--- src/rtl/cache_pkg.sv ---
package cache_pkg;
  typedef enum logic {ST_IDLE = 1'b0, ST_FETCH = 1'b1} fill_state_t;

  function automatic int idx_width(input int n);
    return (n > 1) ? $clog2(n) : 1;
  endfunction
endpackage

--- src/rtl/cache_byte_mask.sv ---
module cache_byte_mask #(
  parameter int OFF_BITS = 3
) (
  input  logic [OFF_BITS-1:0]      off,
  input  logic [OFF_BITS:0]        size,
  output logic [(1<<OFF_BITS)-1:0] be
);
  localparam int BYTES = 1 << OFF_BITS;

  logic [OFF_BITS+1:0] first_b;
  logic [OFF_BITS+1:0] last_ex;

  assign first_b = {2'b00, off};
  assign last_ex = {2'b00, off} + {1'b0, size};

  for (genvar k = 0; k < BYTES; k++) begin : g_lane
    assign be[k] = ((OFF_BITS+2)'(k) >= first_b) && ((OFF_BITS+2)'(k) < last_ex);
  end
endmodule

--- src/rtl/cache_way_select.sv ---
module cache_way_select
  import cache_pkg::*;
#(
  parameter int WAYS    = 2,
  parameter int TAG_W   = 6,
  parameter int STAMP_W = 16,
  parameter int WAY_W   = idx_width(WAYS)
) (
  input  logic [WAYS-1:0]              way_valid,
  input  logic [WAYS-1:0][TAG_W-1:0]   way_tag,
  input  logic [WAYS-1:0][STAMP_W-1:0] way_stamp,
  input  logic [TAG_W-1:0]             look_tag,
  output logic                         hit,
  output logic [WAY_W-1:0]             hit_way,
  output logic [WAY_W-1:0]             victim_way,
  output logic                         victim_valid
);
  logic [WAYS-1:0] match;

  for (genvar w = 0; w < WAYS; w++) begin : g_cmp
    assign match[w] = way_valid[w] && (way_tag[w] == look_tag);
  end

  always_comb begin
    hit     = |match;
    hit_way = '0;
    for (int w = WAYS - 1; w >= 0; w--) begin
      if (match[w]) hit_way = WAY_W'(w);
    end
  end

  logic [WAY_W-1:0] free_way;
  logic [WAY_W-1:0] oldest_way;

  always_comb begin
    free_way = '0;
    for (int w = WAYS - 1; w >= 0; w--) begin
      if (!way_valid[w]) free_way = WAY_W'(w);
    end
    oldest_way = '0;
    for (int w = 1; w < WAYS; w++) begin
      if (way_stamp[w] < way_stamp[oldest_way]) oldest_way = WAY_W'(w);
    end
  end

  assign victim_valid = &way_valid;
  assign victim_way   = victim_valid ? oldest_way : free_way;
endmodule

--- src/rtl/fifo_wt_cache.sv ---
module fifo_wt_cache
  import cache_pkg::*;
#(
  parameter int SET_BITS = 1,
  parameter int WAYS     = 2,
  parameter int OFF_BITS = 3,
  parameter int ADDR_W   = 10,
  parameter int CNT_W    = 16,
  parameter int STAMP_W  = 16
) (
  input  logic                       clk,
  input  logic                       rst_n,
  input  logic                       req_valid,
  output logic                       req_ready,
  input  logic                       req_write,
  input  logic [ADDR_W-1:0]          req_addr,
  input  logic [OFF_BITS:0]          req_size,
  input  logic [8*(1<<OFF_BITS)-1:0] req_wdata,
  output logic                       resp_valid,
  output logic                       resp_hit,
  output logic [8*(1<<OFF_BITS)-1:0] resp_rdata,
  output logic                       mem_rd_req,
  output logic                       mem_wr_req,
  output logic [ADDR_W-1:0]          mem_addr,
  output logic [(1<<OFF_BITS)-1:0]   mem_be,
  output logic [8*(1<<OFF_BITS)-1:0] mem_wdata,
  input  logic                       mem_rd_valid,
  input  logic [8*(1<<OFF_BITS)-1:0] mem_rd_data,
  output logic [CNT_W-1:0]           hit_count,
  output logic [CNT_W-1:0]           miss_count,
  output logic [CNT_W-1:0]           evict_count
);
  localparam int BYTES  = 1 << OFF_BITS;
  localparam int BLK_W  = 8 * BYTES;
  localparam int SETS   = 1 << SET_BITS;
  localparam int SET_IW = (SET_BITS > 0) ? SET_BITS : 1;
  localparam int TAG_W  = ADDR_W - SET_BITS - OFF_BITS;
  localparam int WAY_W  = idx_width(WAYS);

  // reset release synchronizer
  logic [1:0] rst_sync_q;
  logic       core_rst_n;
  always_ff @(posedge clk or negedge rst_n) begin
    if (!rst_n) rst_sync_q <= 2'b00;
    else        rst_sync_q <= {rst_sync_q[0], 1'b1};
  end
  assign core_rst_n = rst_sync_q[1];

  // line storage
  logic [WAYS-1:0]              valid_q [SETS];
  logic [WAYS-1:0][TAG_W-1:0]   tag_q   [SETS];
  logic [WAYS-1:0][STAMP_W-1:0] stamp_q [SETS];
  logic [BLK_W-1:0]             data_q  [SETS][WAYS];

  fill_state_t         state_q, state_d;
  logic [SET_IW-1:0]   hold_set_q;
  logic [TAG_W-1:0]    hold_tag_q;
  logic [STAMP_W-1:0]  stamp_ctr_q;

  // address split
  logic [TAG_W-1:0]    req_tag;
  logic [SET_IW-1:0]   req_set;
  logic [SET_IW-1:0]   look_set;
  assign req_tag = req_addr[ADDR_W-1 -: TAG_W];
  if (SET_BITS > 0) begin : g_set
    assign req_set = req_addr[OFF_BITS +: SET_BITS];
  end else begin : g_noset
    assign req_set = '0;
  end
  assign look_set = (state_q == ST_FETCH) ? hold_set_q : req_set;

  logic             look_hit, victim_valid;
  logic [WAY_W-1:0] hit_way, victim_way;

  cache_way_select #(.WAYS(WAYS), .TAG_W(TAG_W), .STAMP_W(STAMP_W), .WAY_W(WAY_W)) u_sel (
    .way_valid   (valid_q[look_set]),
    .way_tag     (tag_q[look_set]),
    .way_stamp   (stamp_q[look_set]),
    .look_tag    (req_tag),
    .hit         (look_hit),
    .hit_way     (hit_way),
    .victim_way  (victim_way),
    .victim_valid(victim_valid)
  );

  logic [BYTES-1:0] req_be;
  cache_byte_mask #(.OFF_BITS(OFF_BITS)) u_mask (
    .off (req_addr[OFF_BITS-1:0]),
    .size(req_size),
    .be  (req_be)
  );

  logic             accept, fill, wr_hit;
  logic [BLK_W-1:0] hit_line, merged;
  assign req_ready = core_rst_n && (state_q == ST_IDLE);
  assign accept    = req_valid && req_ready;
  assign fill      = (state_q == ST_FETCH) && mem_rd_valid;
  assign wr_hit    = accept && req_write && look_hit;
  assign hit_line  = data_q[look_set][hit_way];

  always_comb begin
    for (int k = 0; k < BYTES; k++) begin
      merged[8*k +: 8] = req_be[k] ? req_wdata[8*k +: 8] : hit_line[8*k +: 8];
    end
  end

  // next-state and output logic
  logic               resp_valid_d, resp_hit_d, rd_req_d, wr_req_d;
  logic [BLK_W-1:0]   rdata_d, wdata_d;
  logic [ADDR_W-1:0]  addr_d;
  logic [BYTES-1:0]   be_d;

  always_comb begin
    state_d      = state_q;
    resp_valid_d = 1'b0;
    resp_hit_d   = resp_hit;
    rdata_d      = resp_rdata;
    rd_req_d     = mem_rd_req;
    wr_req_d     = 1'b0;
    addr_d       = mem_addr;
    be_d         = mem_be;
    wdata_d      = mem_wdata;
    if (accept) begin
      if (req_write) begin
        wr_req_d     = 1'b1;
        addr_d       = req_addr;
        be_d         = req_be;
        wdata_d      = req_wdata;
        resp_valid_d = 1'b1;
        resp_hit_d   = look_hit;
        rdata_d      = look_hit ? merged : req_wdata;
      end else if (look_hit) begin
        resp_valid_d = 1'b1;
        resp_hit_d   = 1'b1;
        rdata_d      = hit_line;
      end else begin
        state_d  = ST_FETCH;
        rd_req_d = 1'b1;
        addr_d   = {req_addr[ADDR_W-1:OFF_BITS], {OFF_BITS{1'b0}}};
      end
    end else if (fill) begin
      state_d      = ST_IDLE;
      rd_req_d     = 1'b0;
      resp_valid_d = 1'b1;
      resp_hit_d   = 1'b0;
      rdata_d      = mem_rd_data;
    end
  end

  // control registers
  always_ff @(posedge clk or negedge core_rst_n) begin
    if (!core_rst_n) begin
      state_q     <= ST_IDLE;
      resp_valid  <= 1'b0;
      resp_hit    <= 1'b0;
      resp_rdata  <= '0;
      mem_rd_req  <= 1'b0;
      mem_wr_req  <= 1'b0;
      mem_addr    <= '0;
      mem_be      <= '0;
      mem_wdata   <= '0;
      hit_count   <= '0;
      miss_count  <= '0;
      evict_count <= '0;
      stamp_ctr_q <= '0;
      for (int s = 0; s < SETS; s++) valid_q[s] <= '0;
    end else begin
      state_q    <= state_d;
      resp_valid <= resp_valid_d;
      resp_hit   <= resp_hit_d;
      resp_rdata <= rdata_d;
      mem_rd_req <= rd_req_d;
      mem_wr_req <= wr_req_d;
      mem_addr   <= addr_d;
      mem_be     <= be_d;
      mem_wdata  <= wdata_d;
      if (accept && look_hit)           hit_count   <= hit_count + 1'b1;
      if (accept && !look_hit)          miss_count  <= miss_count + 1'b1;
      if (fill && victim_valid)         evict_count <= evict_count + 1'b1;
      if (fill)                         stamp_ctr_q <= stamp_ctr_q + 1'b1;
      if (fill) valid_q[hold_set_q][victim_way] <= 1'b1;
    end
  end

  // storage without reset, written under explicit enables
  always_ff @(posedge clk) begin
    if (accept) begin
      hold_set_q <= req_set;
      hold_tag_q <= req_tag;
    end
    if (fill) begin
      tag_q[hold_set_q][victim_way]   <= hold_tag_q;
      stamp_q[hold_set_q][victim_way] <= stamp_ctr_q;
      data_q[hold_set_q][victim_way]  <= mem_rd_data;
    end
    if (wr_hit) data_q[req_set][hit_way] <= merged;
  end
endmodule

--- config.mk ---
export PLATFORM = sky130hd
export DESIGN_NAME = fifo_wt_cache
export DESIGN_NICKNAME = d
export VERILOG_FILES = /design/src/rtl/cache_pkg.sv /design/src/rtl/cache_byte_mask.sv /design/src/rtl/cache_way_select.sv /design/src/rtl/fifo_wt_cache.sv
export SDC_FILE = /design/constraint.sdc
export NUM_CORES = 1
export LEC_CHECK = 0
export BUFFER_PORTS_ARGS = -buffer_cell sky130_fd_sc_hd__buf_2
export CAP_MARGIN = 10
export CELL_PAD_IN_SITES_DETAIL_PLACEMENT = 0
export CELL_PAD_IN_SITES_GLOBAL_PLACEMENT = 1
export CORE_ASPECT_RATIO = 0.8
export CORE_MARGIN = 2
export CORE_UTILIZATION = 47
export DETAILED_ROUTE_END_ITERATION = 10
export PLACE_DENSITY = 0.79
export SYNTH_ARGS = -nofsm -noshare
export SYNTH_HDL_FRONTEND = slang
export SYNTH_HIERARCHICAL = 1
export SYNTH_SLANG_ARGS = --single-unit
--- constraint.sdc ---
create_clock -name clk -period 7.9 [get_ports clk]
set_clock_uncertainty 0.1 [all_clocks]
set_input_delay 1.185 -clock clk [delete_from_list [all_inputs] [get_ports clk]]
set_output_delay 1.185 -clock clk [all_outputs]
set_load 0.02 [all_outputs]
Word level (Yosys, flattened, before mapping)
Memory sizes are Yosys's and may differ from the RTL's.
Index checks and enable logic that the tools add are counted.
{"block": "classes", "addsub": 5, "multipliers": 0, "div": 0, "magnitude_cmp": 26, "n_eq_ne": 6, "shift": 0, "muxes": 61, "bitwise": 6, "n_reduce_logical": 31}
{"operator": "$mux W64", "count": 10}
{"operator": "$mux W128", "count": 4}
{"operator": "$demux W64 S1", "count": 2}
{"operator": "$reduce_or A128 Y1", "count": 1}
{"operator": "$add A16 B1 Y16 const B", "count": 4}
{"operator": "$mux W8", "count": 8}
{"operator": "$mux W32", "count": 1}
{"operator": "$mux W1", "count": 23}
{"operator": "$logic_and A1 B1 Y1", "count": 22}
{"operator": "$lt A3 B5 Y1 const A", "count": 4}
{"operator": "$mux W10", "count": 2}
{"operator": "$demux W16 S1", "count": 1}
{"operator": "$lt A16 B16 Y1", "count": 1}
{"operator": "$mux W16", "count": 1}
{"operator": "$eq A6 B6 Y1", "count": 2}
{"operator": "$ge A3 B3 Y1 const A", "count": 4}
{"operator": "$mux W12", "count": 1}
{"operator": "$lt A1 B5 Y1 const A", "count": 2}
{"operator": "$lt A2 B5 Y1 const A", "count": 2}
{"operator": "$ge A2 B2 Y1 const B", "count": 4}
{"operator": "$mux W2", "count": 4}
{"operator": "$not A1 Y2", "count": 4}
{"operator": "$reduce_and A2 Y1", "count": 4}
{"operator": "$demux W6 S1", "count": 1}
{"operator": "17 further kinds", "count": 23}
{"block": "totals", "ff_bits": 227, "latch_bits": 0, "ramBits": 344, "mem_bits_ro": 0, "in_bits": 147, "wordCells": 155, "mem_count": 3}
{"memory": "data_q", "words": 2, "width": 128, "read_ports": 1, "rd_clocked_by_memory_dff": 0, "write_ports": 1, "line": "fifo_wt_cache.sv:53", "source": "logic [BLK_W-1:0] data_q [SETS][WAYS];"}
{"memory": "stamp_q", "words": 2, "width": 32, "read_ports": 1, "rd_clocked_by_memory_dff": 0, "write_ports": 1, "line": "fifo_wt_cache.sv:52", "source": "logic [WAYS-1:0][STAMP_W-1:0] stamp_q [SETS];"}
{"memory": "tag_q", "words": 2, "width": 12, "read_ports": 1, "rd_clocked_by_memory_dff": 0, "write_ports": 1, "line": "fifo_wt_cache.sv:51", "source": "logic [WAYS-1:0][TAG_W-1:0] tag_q [SETS];"}

Logic depth before layout (Yosys ltp)
{"block": "logic_depth", "ltp_word": 16, "ltp_mapped": 17}

By module
The synthesis kept the hierarchy.
{"mod": "fifo_wt_cache", "instances": 1, "cells_each": 1751, "area_per_inst_um2": 23440.0}
{"mod": "cache_way_select", "instances": 1, "cells_each": 75, "area_per_inst_um2": 575.6}
{"mod": "cache_byte_mask", "instances": 1, "cells_each": 30, "area_per_inst_um2": 222.7}

Worst setup path after synthesis
Ideal clock, no wire load.
{"block": "synth_timing", "kind": "register -> register", "from": "register rst_sync_q[1]", "to": "memory data_q[0][0] (netlist bit) (enable)", "setup_time_ns": 0.585, "t_arrival_ns": 10.844, "required_time_ns": 7.215, "slack_ns": -3.630, "path_stages_with_launch": 5, "period_less_slack_ns": 11.530, "cell_sequence": "dfrtp_1 -> nand4b_4 -> clkinv_1 -> nand2_1 -> o32ai_1"}
{"block": "synth_between", "elab_chain_len": 8, "word_cells_on_any_way": 9, "cone_classes": "mux (4); reduce/logical (5)"}
{"item": "from (decl)", "line": "fifo_wt_cache.sv:41", "source": "logic [1:0] rst_sync_q;"}
{"item": "from (signal assigned)", "line": "fifo_wt_cache.sv:45", "source": "else rst_sync_q <= {rst_sync_q[0], 1'b1};"}
{"item": "$logic_and A1 B1 Y1 (*)", "line": "fifo_wt_cache.sv:95", "source": "assign req_ready = core_rst_n && (state_q == ST_IDLE);"}
{"item": "$logic_and A1 B1 Y1 (*)", "line": "fifo_wt_cache.sv:96", "source": "assign accept = req_valid && req_ready;"}
{"item": "$logic_and A1 B1 Y1 (*) (2 in series)", "line": "fifo_wt_cache.sv:98", "source": "assign wr_hit = accept && req_write && look_hit;"}
{"item": "$mux W1 (*)", "line": "fifo_wt_cache.sv:196", "source": "if (wr_hit) data_q[req_set][hit_way] <= merged;"}
{"item": "$mux W128 (not written as such) (*)", "line": "fifo_wt_cache.sv:196"}
{"item": "$reduce_or A128 Y1 (no line)"}
{"item": "$mux W1 (no line) / $mux W128 (equally long branches)"}
{"item": "to (decl)", "line": "fifo_wt_cache.sv:53"}
Every way passes the cells marked *; elsewhere a longest branch is shown, timed or not.

Worst setup path in the final report
{"block": "layout_timing", "from": "register state_q", "to": "memory data_q[0][37] (netlist bit), data pin"}
{"block": "layout_between", "word_cells_on_any_way": 33, "cone_classes": "order compare (2); eq/ne (2); mux (15); bitwise (3); reduce/logical (9); memory (2)"}
{"item": "from (decl)", "line": "fifo_wt_cache.sv:55", "source": "fill_state_t state_q, state_d;"}
{"item": "from (signal assigned)", "line": "fifo_wt_cache.sv:168", "source": "state_q <= state_d;"}
{"item": "$mux W1 (*)", "line": "fifo_wt_cache.sv:70", "source": "assign look_set = (state_q == ST_FETCH) ? hold_set_q : req_set;"}
{"item": "parallel branches: the longest is 5 deep, another holds $mem_v2 Z2 W12"}
{"item": "$reduce_or A2 Y1 (*)", "line": "cache_way_select.sv:25", "source": "hit = |match;"}
{"item": "named net look_hit", "line": "fifo_wt_cache.sv:72", "source": "logic look_hit, victim_valid;"}
{"item": "$logic_and A1 B1 Y1 (*)", "line": "fifo_wt_cache.sv:98"}
{"item": "$mux W1 (*)", "line": "fifo_wt_cache.sv:196"}
{"item": "$mux W128 (not written as such) (*)", "line": "fifo_wt_cache.sv:196"}
{"item": "$reduce_or A128 Y1 (no line) (*)"}
{"item": "$mux W128 (no line) (*)"}
Mark *: on every way through the listed nets, which the timed path passes. The select of a mux whose other input is x is not followed.

==> results.md <==
- Largest net degree at the start of global routing: 131
- RSZ-0062 raised after global routing: no
- Number of clock sinks: 571
- Rows: 74
- Synth-to-layout area growth: 18.6%
- Post-layout min period: 5.81 ns
- CP Class: flip-flop to flip-flop
- Placer Congestion: 0.826
- Final setup fails: 0
- CP Launch Type: flip-flop
- Mean post-synth cell area: 13.1 sq um
- IO Port Bufs: 345
- CTS Root Cell: clkbuf_16
- Setup Fix Bufs, Post-CTS: 0
- Seq/Total Area, Yosys: 66.2%
- Iter 0 DRT Violations: 1418
- Setup TNS: 0 ns
- Clock transition at the registers of the reported paths: 0.06 ns
- FF-to-FF path depth: 13
- Worst skew pair latency: 0.60 ns
- Cts hold-fix bufs: 0
- Total GRT Usage: 23.8%
- Kind of end point of the critical path: flip-flop
- Core area: 51000 sq um
- Total power draw: 7.74 mW
- Ys flop type: edfxtp_1
- Slew Limit Fails: 0
- Final hold violation count: 0
- # resized after CTS: 0
- Die extent in x: 258 um
- WP data arrival: 5.99 ns
- Hold Path Class: flip-flop to asynchronous set/reset pin
- Reg2Reg Capture Point: data_q[0][37]
- Starting Density: 47.5%
- Leak pwr: 11.5 nW
- VDD IR max: 0.000153 V
- Die height: 207 um
- Max-cap violation count: 0
- Remaining Overflow, GRT: 0
- Async S/R FF share, synth: 38.5%
- First-pass GRT wire length: 98000 um
- Syn Std Cell Area: 24200 sq um
- Post-DP HPWL: 40200 um
- Max Fanout on Critical Path: 69
- Cells after synthesis: 1856
- Fin util: 56.3%
- DR vias: 16400
- CTS H-tree depth: 2
- Top Ports: 346
- Via density: 5.59
- Max Clk Rate: 172 MHz
- #FFs+latches synth: 571
- Relative slew margins: 24.9%
- Post-synth cell types: 60
- DR WL/cell: 21.5 um
- Clock Path Buffers: 3
- Post-Syn Nets: 2026
- Post-Place Cells: 2826
- Number of antenna-violating nets in the routed design: 0
- CTS tree: done
- DRC viols: 0
- Initial antenna violation count: 6
- TritonCTS Buffers: 58
- Vias in the first global route: 16600
- Data required time of the worst path: 8.08 ns
- R2R Setup Slk: 2.09 ns
- Dpl cell area: 26700 sq um
- Die area: 53400 sq um
- Final Instance Count excl. Fillers: 2939
- Drt pass-1 iters: 6
- RR Startpoint: state_q
- Final Net Count: 2373
- EDFF count, synth: 351
- Pwr dens: 269 nW/um^2
- Layout cells sized above 1: 27.3%
- Worst Tran Pin Value: 1.13 ns
- Period utilization: 73.5%
- Ys Warns: 6
- Status: complete, no violations
- DRT Wirelength: 63300 um
- Fin area: 28700 sq um
[cells in the mapped netlist (all sizes together), types with 2 or more instances]
master | n | area, sq um
nor2 | 148 | 556
nand3 | 26 | 130
and2 | 3 | 18.8
nand4b | 2 | 38.8
nor2b | 2 | 12.5
a2111oi | 3 | 57.6
and4 | 6 | 52.6
nand4 | 21 | 131
nor4 | 8 | 68.8
ha | 22 | 275
edfxtp | 351 | 10500
a31oi | 64 | 400
xor2 | 23 | 201
clkinv | 9 | 33.8
o21a | 3 | 22.5
buf | 62 | 394
nand2 | 449 | 1690
mux2 | 48 | 541
dfrtp | 220 | 5510
nand2b | 11 | 76.3
or2 | 6 | 37.5
xnor2 | 50 | 438
o21ai | 17 | 85.1
inv | 28 | 105
clkbuf | 25 | 95.1
nor3 | 6 | 35.0
and3 | 6 | 37.5
a22o | 3 | 26.3
a221oi | 65 | 569
mux4 | 64 | 1440
a21oi | 89 | 483
[cells in the final DEF (no fill, tap or decap), types with 3 or more instances in the layout]
cell,n
nand2_1,449
edfxtp_1,351
buf_2,345
dfrtp_1,219
nor2_1,147
a21oi_1,79
a221oi_1,65
mux4_2,64
a31oi_1,64
clkbuf_16,59
xnor2_1,50
mux2_2,48
inv_1,26
nand3_1,26
buf_4,26
xor2_1,23
ha_1,22
nand4_1,21
clkinv_1,17
o21ai_0,13
bufinv_16,12
clkbuf_1,12
nand2b_1,10
clkinv_2,10
a21oi_2,9
or2_2,6
and3_1,6
and4_1,6
nor4_1,5
diode_2,3
inv_2,3
and2_1,3
nor3_2,3
nor3_1,3
o21a_1,3
a22o_1,3
nor4_2,3
clkbuf_8,3
[sequential cells by signal, summed over array words and instances (netlist names), 24 cells and up]
register    cells
data_q        256
mem_wdata      64
resp_rdata     64
stamp_q        64
tag_q          24
[through the flow]
| step | worst slack [ns] | hold WS [ns] |
|---|---|---|
| floorplan | 0.610 | 0.231 |
| global placement | 1.66 | 0.232 |
| detailed placement | 1.45 | 0.235 |
| CTS | 1.96 | 0.235 |
| global route | 1.58 | 0.236 |
| finish | 2.09 | 0.229 |
[power breakdown]
| group | internal [mW] | switching [mW] |
|---|---|---|
| logic | 0.400 | 0.796 |
| clock network | 1.79 | 1.15 |
| registers | 3.45 | 0.164 |
| total | 5.63 | 2.11 |
[worst max path at each step]
stage | cells after the start | slack [ns] | endpoint | startpoint
3_3_place_gp | 16 | 1.66 | resp_rdata[51] | req_addr[3]
4_1_cts | 15 | 1.96 | resp_rdata[32] | state_q
3_5_place_dp | 16 | 1.45 | resp_rdata[32] | req_addr[3]
2_1_floorplan | 5 | 0.61 | data_q[1][100] | rst_sync_q[1]
6_report | 13 | 2.09 | data_q[0][37] | state_q
5_1_grt | 14 | 1.58 | data_q[0][36] | state_q
[worst max-delay path: stages (launching register included)]
cell	delay (ns)
dfrtp_1	0.67
mux2i_4	0.62
buf_4	0.37
mux2_2	0.38
xnor2_1	0.18
nand4_1	0.12
nor4_1	0.45
or2_2	0.29
buf_4	0.32
inv_1	0.16
nor2_4	0.13
buf_4	0.57
buf_4	0.74
a31oi_1	0.30
[logic make-up after synthesis]
family	count (synthesis)	share of synthesized area (%)
xor+xnor	73	2.64
other cells	1	0.0155
buf+inv	124	2.59
compound gates	253	7.09
mux	113	8.22
simple gates	698	12.0
fa+ha+maj	23	1.22
flops	571	66.2
[area by class of cell]
type,count,area [sq um]
multi-input cells,1161,7680
repair buffers,374,1970
clock buffers,74,1560
clock inverters,35,478
well taps,684,856
flip-flops and latches,571,16000
diodes,3,7.51
inverters,37,139
fillers,4237,22300
[routing by layer]
| metal | share of wire (%) | GRT usage, % |
|---|---|---|
| met1 | 44 | 34.1 |
| met2 | 46 | 36.7 |
| met3 | 7.4 | 5.03 |
| met4 | 2.5 | 7.12 |
| met5 | 0.063 | 0 |
Note: power is estimated with default switching activity, not from simulation.
